--- src/rtl/lfsr_selftest_pkg.sv ---
package lfsr_selftest_pkg;

    typedef enum logic [1:0] {
        S_IDLE  = 2'd0,
        S_READ  = 2'd1,
        S_DRAIN = 2'd2,
        S_JUDGE = 2'd3
    } chk_state_t;

    // one shift of the sequence: left shift, fold in the taps on carry-out
    function automatic logic [63:0] seq_step(input logic [63:0] v, input logic [63:0] taps);
        logic [63:0] r;
        r = {v[62:0], 1'b0};
        if (v[63]) r = r ^ taps;
        return r;
    endfunction

endpackage

--- src/rtl/lfsr_selftest_seq.sv ---
module lfsr_selftest_seq
    import lfsr_selftest_pkg::*;
#(
    parameter logic [63:0] POLY   = 64'h231DCEE91262B8A3,
    parameter logic [63:0] SEED_A = 64'hC3A55A3C0F1E2D4B,
    parameter logic [63:0] SEED_B = 64'h8000000000000001
) (
    input  logic        clk,
    input  logic        rst_n,
    input  logic        ld,
    input  logic        adv,
    input  logic        seed_sel,
    output logic [63:0] expect_val
);
    logic [63:0] cur_q;

    always_ff @(posedge clk) begin
        if (!rst_n) begin
            cur_q <= '0;
        end else if (ld) begin
            cur_q <= seed_sel ? SEED_B : SEED_A;
        end else if (adv) begin
            cur_q <= seq_step(cur_q, POLY);
        end
    end

    assign expect_val = cur_q;
endmodule

--- src/rtl/lfsr_selftest_tally.sv ---
module lfsr_selftest_tally #(
    parameter int DEPTH = 8,
    parameter int GOAL  = 3
) (
    input  logic        clk,
    input  logic        rst_n,
    input  logic        clr,
    input  logic        cmp_en,
    input  logic [63:0] word,
    input  logic [63:0] expect_val,
    output logic        goal_met
);
    localparam int CW = $clog2(GOAL + DEPTH + 1);

    logic [CW-1:0] total_q;

    always_ff @(posedge clk) begin
        if (!rst_n || clr) begin
            total_q <= '0;
        end else if (cmp_en && (word == expect_val)) begin
            total_q <= total_q + 1'b1;
        end
    end

    assign goal_met = (total_q >= CW'(GOAL));
endmodule

--- src/rtl/lfsr_selftest_ctrl.sv ---
module lfsr_selftest_ctrl
    import lfsr_selftest_pkg::*;
#(
    parameter int DEPTH      = 8,
    parameter int MAX_PASSES = 16,
    localparam int AW        = $clog2(DEPTH)
) (
    input  logic          clk,
    input  logic          rst_n,
    input  logic          start,
    input  logic          goal_met,
    output logic          ld,
    output logic          adv,
    output logic          cmp_en,
    output logic          rd_en,
    output logic [AW-1:0] rd_addr,
    output logic          done,
    output logic          pass
);
    localparam int PW = $clog2(MAX_PASSES + 1);
    localparam logic [AW-1:0] LAST_ADDR = AW'(DEPTH - 1);

    chk_state_t    state_q, state_d;
    logic [AW-1:0] addr_q;
    logic [PW-1:0] pcnt_q;
    logic          cmp_q, done_q, pass_q;
    logic          finish;

    assign finish = goal_met || (pcnt_q == PW'(MAX_PASSES - 1));

    // state register
    always_ff @(posedge clk) begin
        if (!rst_n) state_q <= S_IDLE;
        else        state_q <= state_d;
    end

    always_comb begin
        state_d = state_q;
        unique case (state_q)
            S_IDLE:  if (start) state_d = S_READ;
            S_READ:  if (addr_q == LAST_ADDR) state_d = S_DRAIN;
            S_DRAIN: state_d = S_JUDGE;
            S_JUDGE: state_d = finish ? S_IDLE : S_READ;
            default: state_d = S_IDLE;
        endcase
    end

    // control strobes
    assign ld      = (state_q == S_IDLE) && start;
    assign adv     = (state_q == S_JUDGE) && !finish;
    assign rd_en   = (state_q == S_READ);
    assign rd_addr = addr_q;
    assign cmp_en  = cmp_q;

    // outputs and counters
    always_ff @(posedge clk) begin
        if (!rst_n) begin
            addr_q <= AW'(1);
            pcnt_q <= '0;
            cmp_q  <= 1'b0;
            done_q <= 1'b0;
            pass_q <= 1'b0;
        end else begin
            cmp_q  <= rd_en;
            done_q <= (state_q == S_JUDGE) && finish;
            if (ld || adv)           addr_q <= AW'(1);
            else if (rd_en)          addr_q <= addr_q + 1'b1;
            if (ld)                  pcnt_q <= '0;
            else if (adv)            pcnt_q <= pcnt_q + 1'b1;
            if (ld)                  pass_q <= 1'b0;
            else if ((state_q == S_JUDGE) && finish) pass_q <= goal_met;
        end
    end

    assign done = done_q;
    assign pass = pass_q;
endmodule

--- src/rtl/lfsr_selftest.sv ---
module lfsr_selftest #(
    parameter int          DEPTH      = 8,
    parameter int          GOAL       = 3,
    parameter int          MAX_PASSES = 16,
    parameter logic [63:0] POLY       = 64'h231DCEE91262B8A3,
    parameter logic [63:0] SEED_A     = 64'hC3A55A3C0F1E2D4B,
    parameter logic [63:0] SEED_B     = 64'h8000000000000001,
    localparam int         AW         = $clog2(DEPTH)
) (
    input  logic          clk,
    input  logic          rst_n,
    input  logic          start,
    input  logic          seed_sel,
    output logic          rd_en,
    output logic [AW-1:0] rd_addr,
    input  logic [63:0]   rd_data,
    output logic          done,
    output logic          pass
);
    logic        ld, adv, cmp_en, goal_met;
    logic [63:0] expect_val;

    lfsr_selftest_ctrl #(.DEPTH(DEPTH), .MAX_PASSES(MAX_PASSES)) u_ctrl (
        .clk(clk), .rst_n(rst_n), .start(start), .goal_met(goal_met),
        .ld(ld), .adv(adv), .cmp_en(cmp_en), .rd_en(rd_en),
        .rd_addr(rd_addr), .done(done), .pass(pass)
    );

    lfsr_selftest_seq #(.POLY(POLY), .SEED_A(SEED_A), .SEED_B(SEED_B)) u_seq (
        .clk(clk), .rst_n(rst_n), .ld(ld), .adv(adv),
        .seed_sel(seed_sel), .expect_val(expect_val)
    );

    lfsr_selftest_tally #(.DEPTH(DEPTH), .GOAL(GOAL)) u_tally (
        .clk(clk), .rst_n(rst_n), .clr(ld), .cmp_en(cmp_en),
        .word(rd_data), .expect_val(expect_val), .goal_met(goal_met)
    );
endmodule

--- config.mk ---
export PLATFORM = sky130hd
export DESIGN_NAME = lfsr_selftest
export DESIGN_NICKNAME = d
export VERILOG_FILES = /design/src/rtl/lfsr_selftest_pkg.sv /design/src/rtl/lfsr_selftest_seq.sv /design/src/rtl/lfsr_selftest_tally.sv /design/src/rtl/lfsr_selftest_ctrl.sv /design/src/rtl/lfsr_selftest.sv
export SDC_FILE = /design/constraint.sdc
export NUM_CORES = 1
export LEC_CHECK = 0
export ABC_AREA = 1
export BUFFER_PORTS_ARGS = -buffer_cell sky130_fd_sc_hd__buf_2
export CAP_MARGIN = 30
export CORE_ASPECT_RATIO = 0.6
export CORE_MARGIN = 1.5
export CORE_UTILIZATION = 40
export CTS_BUF_LIST = sky130_fd_sc_hd__clkbuf_8
export DETAILED_ROUTE_END_ITERATION = 12
export RECOVER_POWER = 50
export SYNTH_ARGS = -nofsm -noshare
export SYNTH_HDL_FRONTEND = slang
export SYNTH_HIERARCHICAL = 1
export SYNTH_SLANG_ARGS = --single-unit
--- constraint.sdc ---
create_clock -name clk -period 1.8 [get_ports clk]
set_input_delay 0.27 -clock clk [delete_from_list [all_inputs] [get_ports clk]]
set_output_delay 0.27 -clock clk [all_outputs]
set_load 0.05 [all_outputs]
==> qor.tcl, run 1 <==
set qor(finClkSkew_ns) 0.009280
set qor(placed_area_mm2) 0.005624
set qor(critPathRequiredTime_ns) 2.05
set qor(prevailing_post_synth_register_cell) {sky130_fd_sc_hd__dfxtp_1}
set qor(io_buffers) 73
set qor(detail_route.wl_per_cell_um) 12.11
set qor(p_comb_frac) 0.419
set qor(post-route-drc-count) 0
set qor(run_status) {complete, but fails checks}
set qor(setup_slack_ns) -0.005082
set qor(grt_antenna_before_repair) 0
set qor(synthesis.nets) 893
set qor(insertion_delay_ns) 0.36
set qor(clock_path_buffers) 2
set qor(synth_seq_cells) 81
set qor(antennaDiodeCount) 0
set qor(startpoint_type_of_the_worst_setup_path) {flip-flop}
set qor(pin_count_of_the_biggest_net_entering_global_routing) 37
set qor(ys_seq_area_frac) 0.3337
set qor(peakVddDrop_mv) 0.5155
set qor(post_synth_inst_count) 816
set qor(drtIter0Drc) 329
set qor(finalHoldViolCount) 0
set qor(drv_cap) 0
set qor(final_util) 0.5364
set qor(clock.fmax_mhz) 554.0
set qor(power-per-cell-area_mw_per_mm2) 1090
set qor(violated_checks) {setup timing}
set qor(timing.reg2reg.worst_path_depth) 14
set qor(switching_share) 0.3894
set qor(drt-vias-per-instance) 4.542
set qor(cts_tree) {yes}
set qor(cp.arrival_ns) 2.05
set qor(fp.coreArea_mm2) 0.01156
set qor(hp-class) {input pin to flip-flop}
set qor(chipHeight_um) 88.38
set qor(r2r_slack_ns) -0.005
set qor(timing.rr.end) {u_seq/expect_val[63]$_SDFFE_PN0P_}
set qor(routed-via-count) 4874
set qor(grt_pass1_wl_mm) 20.37
set qor(fin_area_mm2) 0.006201
set qor(timing.critical_path.fanout_max) 8
set qor(clkSinkCount) 81
set qor(dieWidth_um) 145.3
set qor(clk_pin_slew_ns) 0.08
set qor(timing.critical_path.to) {u_seq/expect_val[63]$_SDFFE_PN0P_}
set qor(synth_warnings) 6
set qor(grt_usage) 0.2003
set qor(nFillCells) 1193
set qor(net-switching-power_mw) 2.632
set qor(synthTopCellsByArea) {sky130_fd_sc_hd__dfxtp_1, sky130_fd_sc_hd__nand2_1, sky130_fd_sc_hd__inv_1, sky130_fd_sc_hd__nand3_1, sky130_fd_sc_hd__nor2_1}
set qor(cts.root.buffer_cell) {sky130_fd_sc_hd__clkbuf_8}
set qor(setup-violations-final) 4
set qor(placementRows) 30
set qor(synthArstFlopShare) 0
set qor(power_mw) 6.759
set qor(drive_above_1_share) 0.2092
set qor(worstMarginPinSlew_ns) 0.3555
set qor(finalCriticalPeriod_ns) 1.805
set qor(design.portCount) 74
set qor(post-dp-hpwl_mm) 8.959
set qor(grt_pass1_vias) 3981
set qor(critPathKind) {flip-flop to flip-flop}
set qor(cellInternalPower_mw) 4.127
set qor(grt_overflow) 0
set qor(critPathLaunch) {u_ctrl/pcnt_q[1]$_SDFFE_PP0P_}
set qor(share_clk_of_total_power) 0.234
set qor(synth.top_cell.area_share) 0.3337
set qor(relSlewSlack) 0.7630
set qor(synth_cell_types) 25
set qor(power_leakage_nw) 3.157
set qor(routability_congestion) 0.7821
set qor(routed_wl_mm) 12.99
set qor(seq_power_share) 0.347
set qor(hold-worst-slack_ns) 0.2413
set qor(grt_setup_unrepaired) {yes}
set qor(area_growth_syn_to_layout_pct) 27.60
set qor(die_area_mm2) 0.01284
set qor(worst_r2r_startpoint) {u_ctrl/pcnt_q[1]$_SDFFE_PP0P_}
set qor(timing.final.max_slew_violations) 0
set qor(critical_path.endpoint_type) {flip-flop}
set qor(synth-edff-count) 0
set qor(synthesized_cell_area_mm2) 0.004860
set qor(final_min_period_over_clock_period) 1.003
set qor(final_antenna_net_count) 0
set qor(cts_buffer_count) 9
set qor(fin_nets) 985
set qor(start_util) 0.4203
set qor(clock_tree.htree_level_count) 3
set qor(synth_area_leader_cell) {sky130_fd_sc_hd__dfxtp_1}
set qor(post_synth.cell_area_avg_um2) 5.955
set qor(drt-pass1-iter-count) 5
==> cells in the final DEF, fill, tap and decap left out <==
master                      netlist  routed
sky130_fd_sc_hd__nand3_1         67      59
sky130_fd_sc_hd__a21oi_2          1      21
sky130_fd_sc_hd__o21bai_1         1       1
sky130_fd_sc_hd__nor2_2           5       4
sky130_fd_sc_hd__buf_4            3      22
sky130_fd_sc_hd__buf_6            0       5
sky130_fd_sc_hd__nand2_4          1       4
sky130_fd_sc_hd__inv_1          141     141
sky130_fd_sc_hd__dfxtp_2          0       7
sky130_fd_sc_hd__o21ai_1          2       2
sky130_fd_sc_hd__clkinv_2         1       1
sky130_fd_sc_hd__nand3_2          1       9
sky130_fd_sc_hd__nor2_1          85      82
sky130_fd_sc_hd__clkbuf_16        0       3
sky130_fd_sc_hd__nand2_2          0       9
sky130_fd_sc_hd__xor2_1          29      29
sky130_fd_sc_hd__clkinv_4         0       2
sky130_fd_sc_hd__dfxtp_4          0       1
sky130_fd_sc_hd__inv_2            1       1
sky130_fd_sc_hd__buf_12           0       8
sky130_fd_sc_hd__bufinv_16        0       3
sky130_fd_sc_hd__xnor2_1          1       1
sky130_fd_sc_hd__nor3_1           2       2
sky130_fd_sc_hd__ha_4             0       1
sky130_fd_sc_hd__buf_2           12      72
sky130_fd_sc_hd__o21ai_0          6       6
sky130_fd_sc_hd__ha_1             9       7
sky130_fd_sc_hd__a21oi_1         53      33
sky130_fd_sc_hd__inv_4            0       2
sky130_fd_sc_hd__ha_2             0       1
sky130_fd_sc_hd__nand4_1          4       4
sky130_fd_sc_hd__nand2_1        294     282
sky130_fd_sc_hd__clkbuf_8         0       9
sky130_fd_sc_hd__dfxtp_1         81      73
sky130_fd_sc_hd__nor2_4           2       6
==> state kept, by name (all words and copies together), names as in the netlist <==
register,count
u_ctrl/cmp_en,1
u_ctrl/pcnt_q,5
u_ctrl/state_q,2
u_tally/total_q,4
u_ctrl/rd_addr,3
u_ctrl/pass,1
u_ctrl/done,1
u_seq/expect_val,64
==> synth_stat cells, drive strengths merged (2+ instances only) <==
| master | count |
|---|---|
| a21oi | 54 |
| buf | 16 |
| clkbuf | 13 |
| dfxtp | 81 |
| ha | 9 |
| inv | 142 |
| nand2 | 295 |
| nand3 | 68 |
| nand4 | 4 |
| nor2 | 92 |
| nor3 | 2 |
| o21ai | 8 |
| xor2 | 29 |
==> worst max-delay path: stages, from the launching register on <==
cell and delay [ns]:
sky130_fd_sc_hd__dfxtp_2 0.34, sky130_fd_sc_hd__ha_4 0.16, sky130_fd_sc_hd__nand2_2 0.06, sky130_fd_sc_hd__nor2_2 0.04, sky130_fd_sc_hd__ha_2 0.18, sky130_fd_sc_hd__nor2_4 0.15
sky130_fd_sc_hd__nand2_4 0.07, sky130_fd_sc_hd__clkinv_4 0.07, sky130_fd_sc_hd__inv_4 0.03, sky130_fd_sc_hd__nor2_4 0.13, sky130_fd_sc_hd__buf_12 0.15, sky130_fd_sc_hd__buf_12 0.13
sky130_fd_sc_hd__inv_4 0.03, sky130_fd_sc_hd__nor2_2 0.09, sky130_fd_sc_hd__nor2_1 0.05
==> power by group through the flow <==
stage / registers [mW] / clock network [mW] / logic (mW)
finish: 2.34 / 1.58 / 2.83
global route: 2.38 / 1.70 / 3.19
CTS: 2.32 / 1.62 / 2.56
detailed placement: 2.37 / 0 / 2.54
global placement: 2.37 / 0 / 2.54
floorplan: 2.34 / 0 / 1.67
==> worst min path at each step <==
stage,to,slack [ns],cells after the start,startpoint
after global routing,u_ctrl/state_q[0]$_SDFFE_PN0P_,0.25,3,rst_n
after global placement,u_ctrl/pcnt_q[2]$_SDFFE_PP0P_,0.46,2,u_ctrl/pcnt_q[2]$_SDFFE_PP0P_
after detailed placement,u_ctrl/pcnt_q[2]$_SDFFE_PP0P_,0.47,2,u_ctrl/pcnt_q[2]$_SDFFE_PP0P_
after floorplan,u_ctrl/cmp_en$_SDFF_PN0_,0.37,2,rst_n
final,u_ctrl/state_q[0]$_SDFFE_PN0P_,0.24,3,rst_n
after CTS,u_ctrl/state_q[0]$_SDFFE_PN0P_,0.22,3,rst_n
==> cells by family after synthesis <==
kind of cell    share of synthesized area
simple gates                       0.3844
xor+xnor                          0.05407
compound gates                    0.06617
buf+inv                            0.1385
fa+ha+maj                         0.02317
flops                              0.3337
==> through the flow <==
step | setup WS [ns] | instances | TNS, ns
6_report | -0.005082 | 1073 | -0.01300
5_1_grt | -0.08733 | 1073 | -2.667
4_1_cts | 0.005270 | 1067 | 0
3_5_place_dp | 0.02123 | 1051 | 0
3_3_place_gp | 0.05786 | 1051 | 0
2_1_floorplan | -0.01910 | 816 | -0.5653
==> layout make-up <==
cell class              count  area (um^2)  share of cell area
multi-input cells         563         2768              0.4463
flip-flops and latches     81         1634              0.2635
repair buffers            110        817.0              0.1318
inverters                 143        546.8             0.08818
well taps                 160        200.2             0.03228
clock buffers               9        123.9             0.01998
clock inverters             7        111.4             0.01796
==> repair_timing <==
item	CTS	global route
setup endpoints to repair	1	69
gates resized for setup	1	70
pin swaps	0	20
setup buffers	0	2
gates cloned	0	4
hold buffers	0	0
==> routing by layer <==
layer,wire (um),part of all wire,track usage,up-vias
met5,0,0,0,-
met4,69,0.0053,0.03896,0
met3,863,0.066,0.04433,5
met2,5059,0.39,0.2823,153
met1,6997,0.54,0.3080,2088
li1,-,-,-,2628
Note: power is estimated with default switching activity, not from simulation.
==> run 2: changes to the inputs <==
--- a/config.mk
+++ b/config.mk
@@ -8,13 +8,12 @@
 export ABC_AREA = 1
 export BUFFER_PORTS_ARGS = -buffer_cell sky130_fd_sc_hd__buf_2
 export CAP_MARGIN = 30
-export CORE_ASPECT_RATIO = 0.6
 export CORE_MARGIN = 1.5
 export CORE_UTILIZATION = 40
 export CTS_BUF_LIST = sky130_fd_sc_hd__clkbuf_8
 export DETAILED_ROUTE_END_ITERATION = 12
+export MAX_ROUTING_LAYER = met4
 export RECOVER_POWER = 50
 export SYNTH_ARGS = -nofsm -noshare
 export SYNTH_HDL_FRONTEND = slang
-export SYNTH_HIERARCHICAL = 1
 export SYNTH_SLANG_ARGS = --single-unit
==> run 2 against run 1 <==
Against the previous run:
- the run now ends clean
- combinational power down 6%
- first-iteration DRC count fell by 41%
- highest routed layer unchanged
- non-clock buffer count down 8
- area after synthesis is 6.5% lower
- critical path type unchanged
- core utilization decreased by 3.1 points
- via count shrank 4.2%
- register-to-register slack better by 0.099 ns
- hold slack better by 0.082 ns
- total power decreased by 1.6%
==> qor.tcl, run 2 <==
set qor(share_clk_of_total_power) 0.233
set qor(power-per-cell-area_mw_per_mm2) 1202
set qor(post-dp-hpwl_mm) 9.285
set qor(post_synth_inst_count) 683
set qor(critPathRequiredTime_ns) 2.08
set qor(finClkSkew_ns) 0.01409
set qor(switching_share) 0.4084
set qor(power_mw) 6.650
set qor(grt_antenna_before_repair) 0
set qor(antennaDiodeCount) 0
set qor(placed_instances) 895
set qor(clk_pin_slew_ns) 0.08
set qor(startpoint_type_of_the_worst_setup_path) {flip-flop}
set qor(cts_tree) {yes}
set qor(relSlewSlack) 0.6030
set qor(path_cells) {ha_2 > inv_2 > nor2_1 > ha_2 > inv_2 > buf_4 > nand3_2 > nand2_2 > buf_2 > o21ai_0}
set qor(die_area_mm2) 0.01201
set qor(cts_buffer_count) 9
set qor(dpl_worst_slack_ns) 0.006850
set qor(grt_overflow) 0
set qor(drv_cap) 0
set qor(clkSinkCount) 81
set qor(run_status) {finished clean}
set qor(routed_wl_mm) 13.25
set qor(power_leakage_nw) 2.445
set qor(drt-vias-per-instance) 5.092
set qor(area_growth_syn_to_layout_pct) 21.72
set qor(final_antenna_net_count) 0
set qor(p_comb_frac) 0.398
set qor(most_common_library_cell_in_the_layout_ignoring_fill_and_taps) {sky130_fd_sc_hd__nand2_1}
set qor(synthMostInstantiatedCell) {sky130_fd_sc_hd__nand2_1}
set qor(routability_congestion) 0.8182
set qor(most_frequent_cells_in_the_layout) {sky130_fd_sc_hd__nand2_1, sky130_fd_sc_hd__inv_1, sky130_fd_sc_hd__dfxtp_1}
set qor(critical-path-top-delay-family) {buffers and inverters}
set qor(synthesis.nets) 760
set qor(start_util) 0.4156
set qor(post_layout_nonfiller_instances) 917
set qor(crit_path_max_incr_delay_ns) 0.35
set qor(final_min_period_over_clock_period) 0.9475
set qor(largest_register_ff_count) 64
set qor(timing.critical_path.fanout_max) 6
set qor(grt_pass1_vias) 4273
set qor(synth_warnings) 0
set qor(synthTopCellsByArea) {sky130_fd_sc_hd__dfxtp_1, sky130_fd_sc_hd__nand2_1, sky130_fd_sc_hd__inv_1, sky130_fd_sc_hd__a21oi_1, sky130_fd_sc_hd__xnor2_1}
set qor(prevailing_post_synth_register_cell) {sky130_fd_sc_hd__dfxtp_1}
set qor(cp.arrival_ns) 1.99
set qor(drt-pass1-iter-count) 7
set qor(fin_nets) 849
set qor(placementRows) 38
set qor(clock_tree.htree_level_count) 3
set qor(synth_cell_types) 40
set qor(insertion_delay_ns) 0.37
set qor(finalHoldViolCount) 0
set qor(synthArstFlopShare) 0
set qor(routed-via-count) 4669
set qor(peakVddDrop_mv) 0.7136
set qor(synthesized_cell_area_mm2) 0.004544
set qor(detail_route.wl_per_cell_um) 14.44
set qor(grt_pass1_wl_mm) 20.66
set qor(drtIter0Drc) 194
set qor(clock_path_buffers) 2
set qor(post-route-drc-count) 0
set qor(setup-violations-final) 0
set qor(post_synth.cell_area_avg_um2) 6.654
set qor(timing.final.max_slew_violations) 0
set qor(ys_seq_area_frac) 0.3568
set qor(ctsHoldBuffers) 0
set qor(cts.root.buffer_cell) {sky130_fd_sc_hd__clkbuf_8}
set qor(synth-edff-count) 0
set qor(synth.top_cell.area_share) 0.3568
set qor(finalCriticalPeriod_ns) 1.706
set qor(worstMarginPinSlew_ns) 0.5981
set qor(fin_area_mm2) 0.005532
set qor(net-switching-power_mw) 2.716
set qor(clock.fmax_mhz) 586.3
set qor(hold-worst-slack_ns) 0.3232
set qor(worst_path_max_delay_cell) {sky130_fd_sc_hd__dfxtp_1}
set qor(cp_num_buf_inv) 4
set qor(chipHeight_um) 109.6
set qor(setup_slack_ns) 0.09442
set qor(synth_area_leader_cell) {sky130_fd_sc_hd__dfxtp_1}
set qor(fp.coreArea_mm2) 0.01094
set qor(pin_count_of_the_biggest_net_entering_global_routing) 30
set qor(critPathKind) {flip-flop to flip-flop}
set qor(hp-class) {input pin to flip-flop}
set qor(drive_above_1_share) 0.2124
set qor(grt_usage) 0.2295
set qor(placed_area_mm2) 0.005149
set qor(io_buffers) 73
set qor(critical_path.endpoint_type) {flip-flop}
set qor(synth_seq_cells) 81
set qor(cellInternalPower_mw) 3.934
set qor(dieWidth_um) 109.6
set qor(seq_power_share) 0.369
set qor(ys_top_cells_by_count) {sky130_fd_sc_hd__nand2_1, sky130_fd_sc_hd__inv_1, sky130_fd_sc_hd__dfxtp_1, sky130_fd_sc_hd__a21oi_1, sky130_fd_sc_hd__nor2_1}
set qor(design.portCount) 74
-- run 2: cell types whose count changed after synthesis, sizes merged, moves of 4 or more --
| cell | before | now |
|---|---|---|
| a211oi | 0 | 4 |
| xnor2 | 1 | 23 |
| a31oi | 0 | 16 |
| nor2 | 92 | 52 |
| xor2 | 29 | 16 |
| nand4 | 4 | 10 |
| nand3 | 68 | 14 |
| inv | 142 | 101 |
| nand2 | 295 | 203 |
| o21ai | 8 | 51 |
-- run 2: power groups by stage --
| stage | Clock [mW] | Sequential [mW] | Combinational, mW |
|---|---|---|---|
| floorplan | 0 | 2.45 | 1.73 |
| global placement | 0 | 2.48 | 2.39 |
| detailed placement | 0 | 2.48 | 2.46 |
| CTS | 1.55 | 2.44 | 2.49 |
| global route | 1.63 | 2.50 | 2.93 |
| finish | 1.55 | 2.45 | 2.65 |
-- run 2: stage by stage --
stage	TNS (ns)	util
3_5_place_dp	0	0.4708
4_1_cts	-0.01036	0.4926
5_1_grt	-0.002394	0.5058
3_3_place_gp	0	0.4708
6_report	0	0.5058
2_1_floorplan	0	-
-- run 2: cell type report --
cell class / instances / area, um^2
clock inverter: 6 / 90.09
clock buffer: 10 / 137.6
inverter: 103 / 394.1
tap: 140 / 175.2
fill: 1119 / 5404
multi-input combinational: 475 / 2510
timing repair buffer: 102 / 600.6
sequential: 81 / 1624
-- run 2: worst paths after layout --
check	from	slack (ns)	endpoint	cells past startpoint
setup / recovery	u_ctrl.pcnt_q[0]$_SDFFE_PP0P_	0.09	u_seq.expect_val[15]$_SDFFE_PN0P_	10
hold / removal	start	0.32	u_ctrl.state_q[1]$_SDFFE_PN0P_	3
setup reg to reg	u_ctrl.pcnt_q[0]$_SDFFE_PP0P_	0.09	u_seq.expect_val[15]$_SDFFE_PN0P_	10
hold reg to reg	u_ctrl.pass$_SDFFE_PP0P_	0.48	u_ctrl.pass$_SDFFE_PP0P_	2
-- run 2: metal layers --
layer / up-vias / track usage / wire (um)
li1: 2359 / - / -
met1: 2165 / 0.3003 / 6195
met2: 131 / 0.3687 / 6140
met3: 14 / 0.03379 / 773
met4: 0 / 0.06494 / 137
met5: - / - / 0
-- run 2: cells by family (layout without fill, tap and decap cells) --
family | after synthesis | after routing | synth area share
XOR/XNOR | 39 | 39 | 0.07516
adder cells (fa/ha/maj) | 9 | 9 | 0.02478
AO/OA/AOI/OAI | 139 | 139 | 0.1715
buffers and inverters | 129 | 221 | 0.1123
flip-flops | 81 | 81 | 0.3568
AND/OR/NAND/NOR | 286 | 288 | 0.2594
-- run 2: worst min-delay path: stages --
cell                      delay, ns
sky130_fd_sc_hd__buf_2         0.10
sky130_fd_sc_hd__o22ai_1       0.10
sky130_fd_sc_hd__a21oi_1       0.17
-- run 2: what timing repair did --
item,4_1_cts,5_1_grt
pin swaps,0,7
resized for setup,3,38
buffers inserted,0,3
endpoints found under the hold margin,0,0
endpoints found under the setup margin,2,53
cloned,0,3
==> run 3: changes to the inputs <==
--- a/config.mk
+++ b/config.mk
@@ -6,7 +6,7 @@
 export NUM_CORES = 1
 export LEC_CHECK = 0
 export ABC_AREA = 1
-export BUFFER_PORTS_ARGS = -buffer_cell sky130_fd_sc_hd__buf_2
+export BUFFER_PORTS_ARGS = -buffer_cell sky130_fd_sc_hd__clkbuf_2
 export CAP_MARGIN = 30
 export CORE_MARGIN = 1.5
 export CORE_UTILIZATION = 40
@@ -16,4 +16,5 @@
 export RECOVER_POWER = 50
 export SYNTH_ARGS = -nofsm -noshare
 export SYNTH_HDL_FRONTEND = slang
+export SYNTH_HIERARCHICAL = 1
 export SYNTH_SLANG_ARGS = --single-unit
==> run 3 against run 2 <==
Against the previous run:
- the run now ends with setup timing left
- clock skew down 0.0038 ns
- final cell count rose by 15%
- global-route usage down 3.2 points
- routed wire length decreased by 8.7%
- largest power group unchanged
- clock power grew 5%
- largest cell class unchanged
- die area rose by 6.8%
- final area grew 11%
- sequential power decreased by 4%
- flip-flop and latch count is the same
- register-to-register slack got worse by 0.10 ns
- core utilization grew 0.75 points
- critical path depth rose by 3
==> qor.tcl, run 3 (synthesis results as in run 1) <==
set qor(run_status) {complete, but fails checks}
set qor(violated_checks) {setup timing}
set qor(worstMarginPinSlew_ns) 0.5923
set qor(net-switching-power_mw) 2.596
set qor(setup-violations-final) 3
set qor(cp.arrival_ns) 2.10
set qor(share_clk_of_total_power) 0.245
set qor(io_buffers) 73
set qor(power-per-cell-area_mw_per_mm2) 1083
set qor(clock_path_buffers) 2
set qor(cts_tree) {yes}
set qor(met1Wirelength_mm) 5.833
set qor(critical_path.endpoint_type) {flip-flop}
set qor(timing.critical_path.fanout_max) 13
set qor(p_comb_frac) 0.402
set qor(critPathKind) {flip-flop to flip-flop}
set qor(clock_tree.htree_level_count) 3
set qor(cts.root.buffer_cell) {sky130_fd_sc_hd__clkbuf_8}
set qor(clk_pin_slew_ns) 0.08
set qor(hold-worst-slack_ns) 0.2374
set qor(power_mw) 6.625
set qor(area_growth_syn_to_layout_pct) 25.82
set qor(drv_cap) 0
set qor(met2RoutedLength_mm) 5.697
set qor(peakVddDrop_mv) 0.7000
set qor(power_leakage_nw) 3.128
set qor(post-route-drc-count) 0
set qor(path_cells) {ha_4 > nand2_4 > nor2_2 > ha_2 > nor2_4 > nand2_4 > clkinv_4 > buf_6 > inv_4 > nor2_4 > buf_12 > nand3_1 > a21oi_1}
set qor(grt_usage) 0.1971
set qor(start_util) 0.4080
set qor(design.portCount) 74
set qor(finalCriticalPeriod_ns) 1.810
set qor(largest_register_ff_count) 64
set qor(drive_above_1_share) 0.1947
set qor(insertion_delay_ns) 0.36
set qor(cts_buffer_count) 9
set qor(routed-via-count) 4801
set qor(routability_congestion) 0.7635
set qor(antennaDiodeCount) 0
set qor(most_frequent_cells_in_the_layout) {sky130_fd_sc_hd__nand2_1, sky130_fd_sc_hd__inv_1, sky130_fd_sc_hd__nor2_1}
set qor(crit_path_max_incr_delay_ns) 0.34
set qor(worst_path_max_delay_cell) {sky130_fd_sc_hd__dfxtp_2}
set qor(met3RoutedLength_um) 434
set qor(dieWidth_um) 113.2
set qor(die_area_mm2) 0.01282
set qor(finalHoldViolCount) 0
set qor(grt_antenna_before_repair) 0
set qor(fp.coreArea_mm2) 0.01191
set qor(post-dp-hpwl_mm) 8.211
set qor(clkSinkCount) 81
set qor(drtIter0Drc) 239
set qor(seq_power_share) 0.353
set qor(final_antenna_net_count) 0
set qor(routed_wl_mm) 12.09
set qor(chipHeight_um) 113.2
set qor(drt-pass1-iter-count) 4
set qor(switching_share) 0.3919
set qor(critPathRequiredTime_ns) 2.09
set qor(finClkSkew_ns) 0.01029
set qor(grt_pass1_wl_mm) 19.77
set qor(pin_count_of_the_biggest_net_entering_global_routing) 33
set qor(final_min_period_over_clock_period) 1.005
set qor(route.top_layer_used) {met4}
set qor(most_common_library_cell_in_the_layout_ignoring_fill_and_taps) {sky130_fd_sc_hd__nand2_1}
set qor(fin_area_mm2) 0.006115
set qor(clock.fmax_mhz) 552.6
set qor(setup_slack_ns) -0.009513
set qor(hp-class) {input pin to flip-flop}
set qor(cellInternalPower_mw) 4.029
set qor(fin_nets) 982
set qor(grt_pass1_vias) 4225
set qor(detail_route.wl_per_cell_um) 11.45
set qor(startpoint_type_of_the_worst_setup_path) {flip-flop}
set qor(relSlewSlack) 0.6068
set qor(grt_overflow) 0
set qor(drt-vias-per-instance) 4.546
set qor(grt_setup_unrepaired) {yes}
set qor(placed_area_mm2) 0.005570
set qor(timing.final.max_slew_violations) 0
set qor(placementRows) 40
-- run 3: path summary, 6_finish.rpt --
kind / to / slack [ns] / start / cells past startpoint
max reg2reg: u_seq/expect_val[22]$_SDFFE_PN0P_ / -0.01 / u_ctrl/pcnt_q[1]$_SDFFE_PP0P_ / 13
min: u_seq/expect_val[18]$_SDFFE_PN0P_ / 0.24 / rst_n / 3
max: u_seq/expect_val[22]$_SDFFE_PN0P_ / -0.01 / u_ctrl/pcnt_q[1]$_SDFFE_PP0P_ / 13
min reg2reg: u_ctrl/pass$_SDFFE_PP0P_ / 0.48 / u_ctrl/pass$_SDFFE_PP0P_ / 2
-- run 3: power groups by stage --
| stage | clock network (mW) | registers (mW) | logic (mW) |
|---|---|---|---|
| finish | 1.62 | 2.34 | 2.66 |
| detailed placement | 0 | 2.36 | 2.39 |
| CTS | 1.67 | 2.32 | 2.43 |
| global placement | 0 | 2.36 | 2.38 |
| floorplan | 0 | 2.34 | 1.67 |
| global route | 1.73 | 2.38 | 3.02 |
-- run 3: layer usage --
metal  GRT usage  vias up
li1            -     2615
met1      0.2496     2099
met2      0.3208       76
met3     0.03428       11
met4     0.06333        0
met5           -        -
-- run 3: worst max-delay path, delay by kind of cell (launching register included) --
family,cells,cell delay (ns)
flip-flops,1,0.34
AO/OA/AOI/OAI,1,0.13
AND/OR/NAND/NOR,6,0.53
adder cells (fa/ha/maj),2,0.36
buffers and inverters,4,0.38
-- run 3: repair_timing --
action / CTS / global route
setup endpoints to repair: 41 / 68
resized for setup: 6 / 62
hold buffers: 0 / 0
cloned: 0 / 2
buffers inserted: 0 / 2
pin swaps: 0 / 8
-- run 3: final cells by class --
type / count / area, um^2
clock buffer: 9 / 123.9
fill: 1218 / 5797
multi-input combinational: 563 / 2794
sequential: 81 / 1625
clock inverter: 6 / 116.4
inverter: 143 / 544.3
timing repair buffer: 107 / 726.9
tap: 147 / 183.9
-- run 3: stage by stage --
step	std cells	setup TNS, ns	setup slack, ns	utilization
3_5_place_dp	1038	-1.848	-0.1394	0.4676
3_3_place_gp	1038	-1.335	-0.09770	0.4676
4_1_cts	1053	-0.6227	-0.04944	0.4898
2_1_floorplan	816	-0.5653	-0.01910	-
5_1_grt	1056	-4.613	-0.1211	0.5133
6_report	1056	-0.01976	-0.009513	0.5133
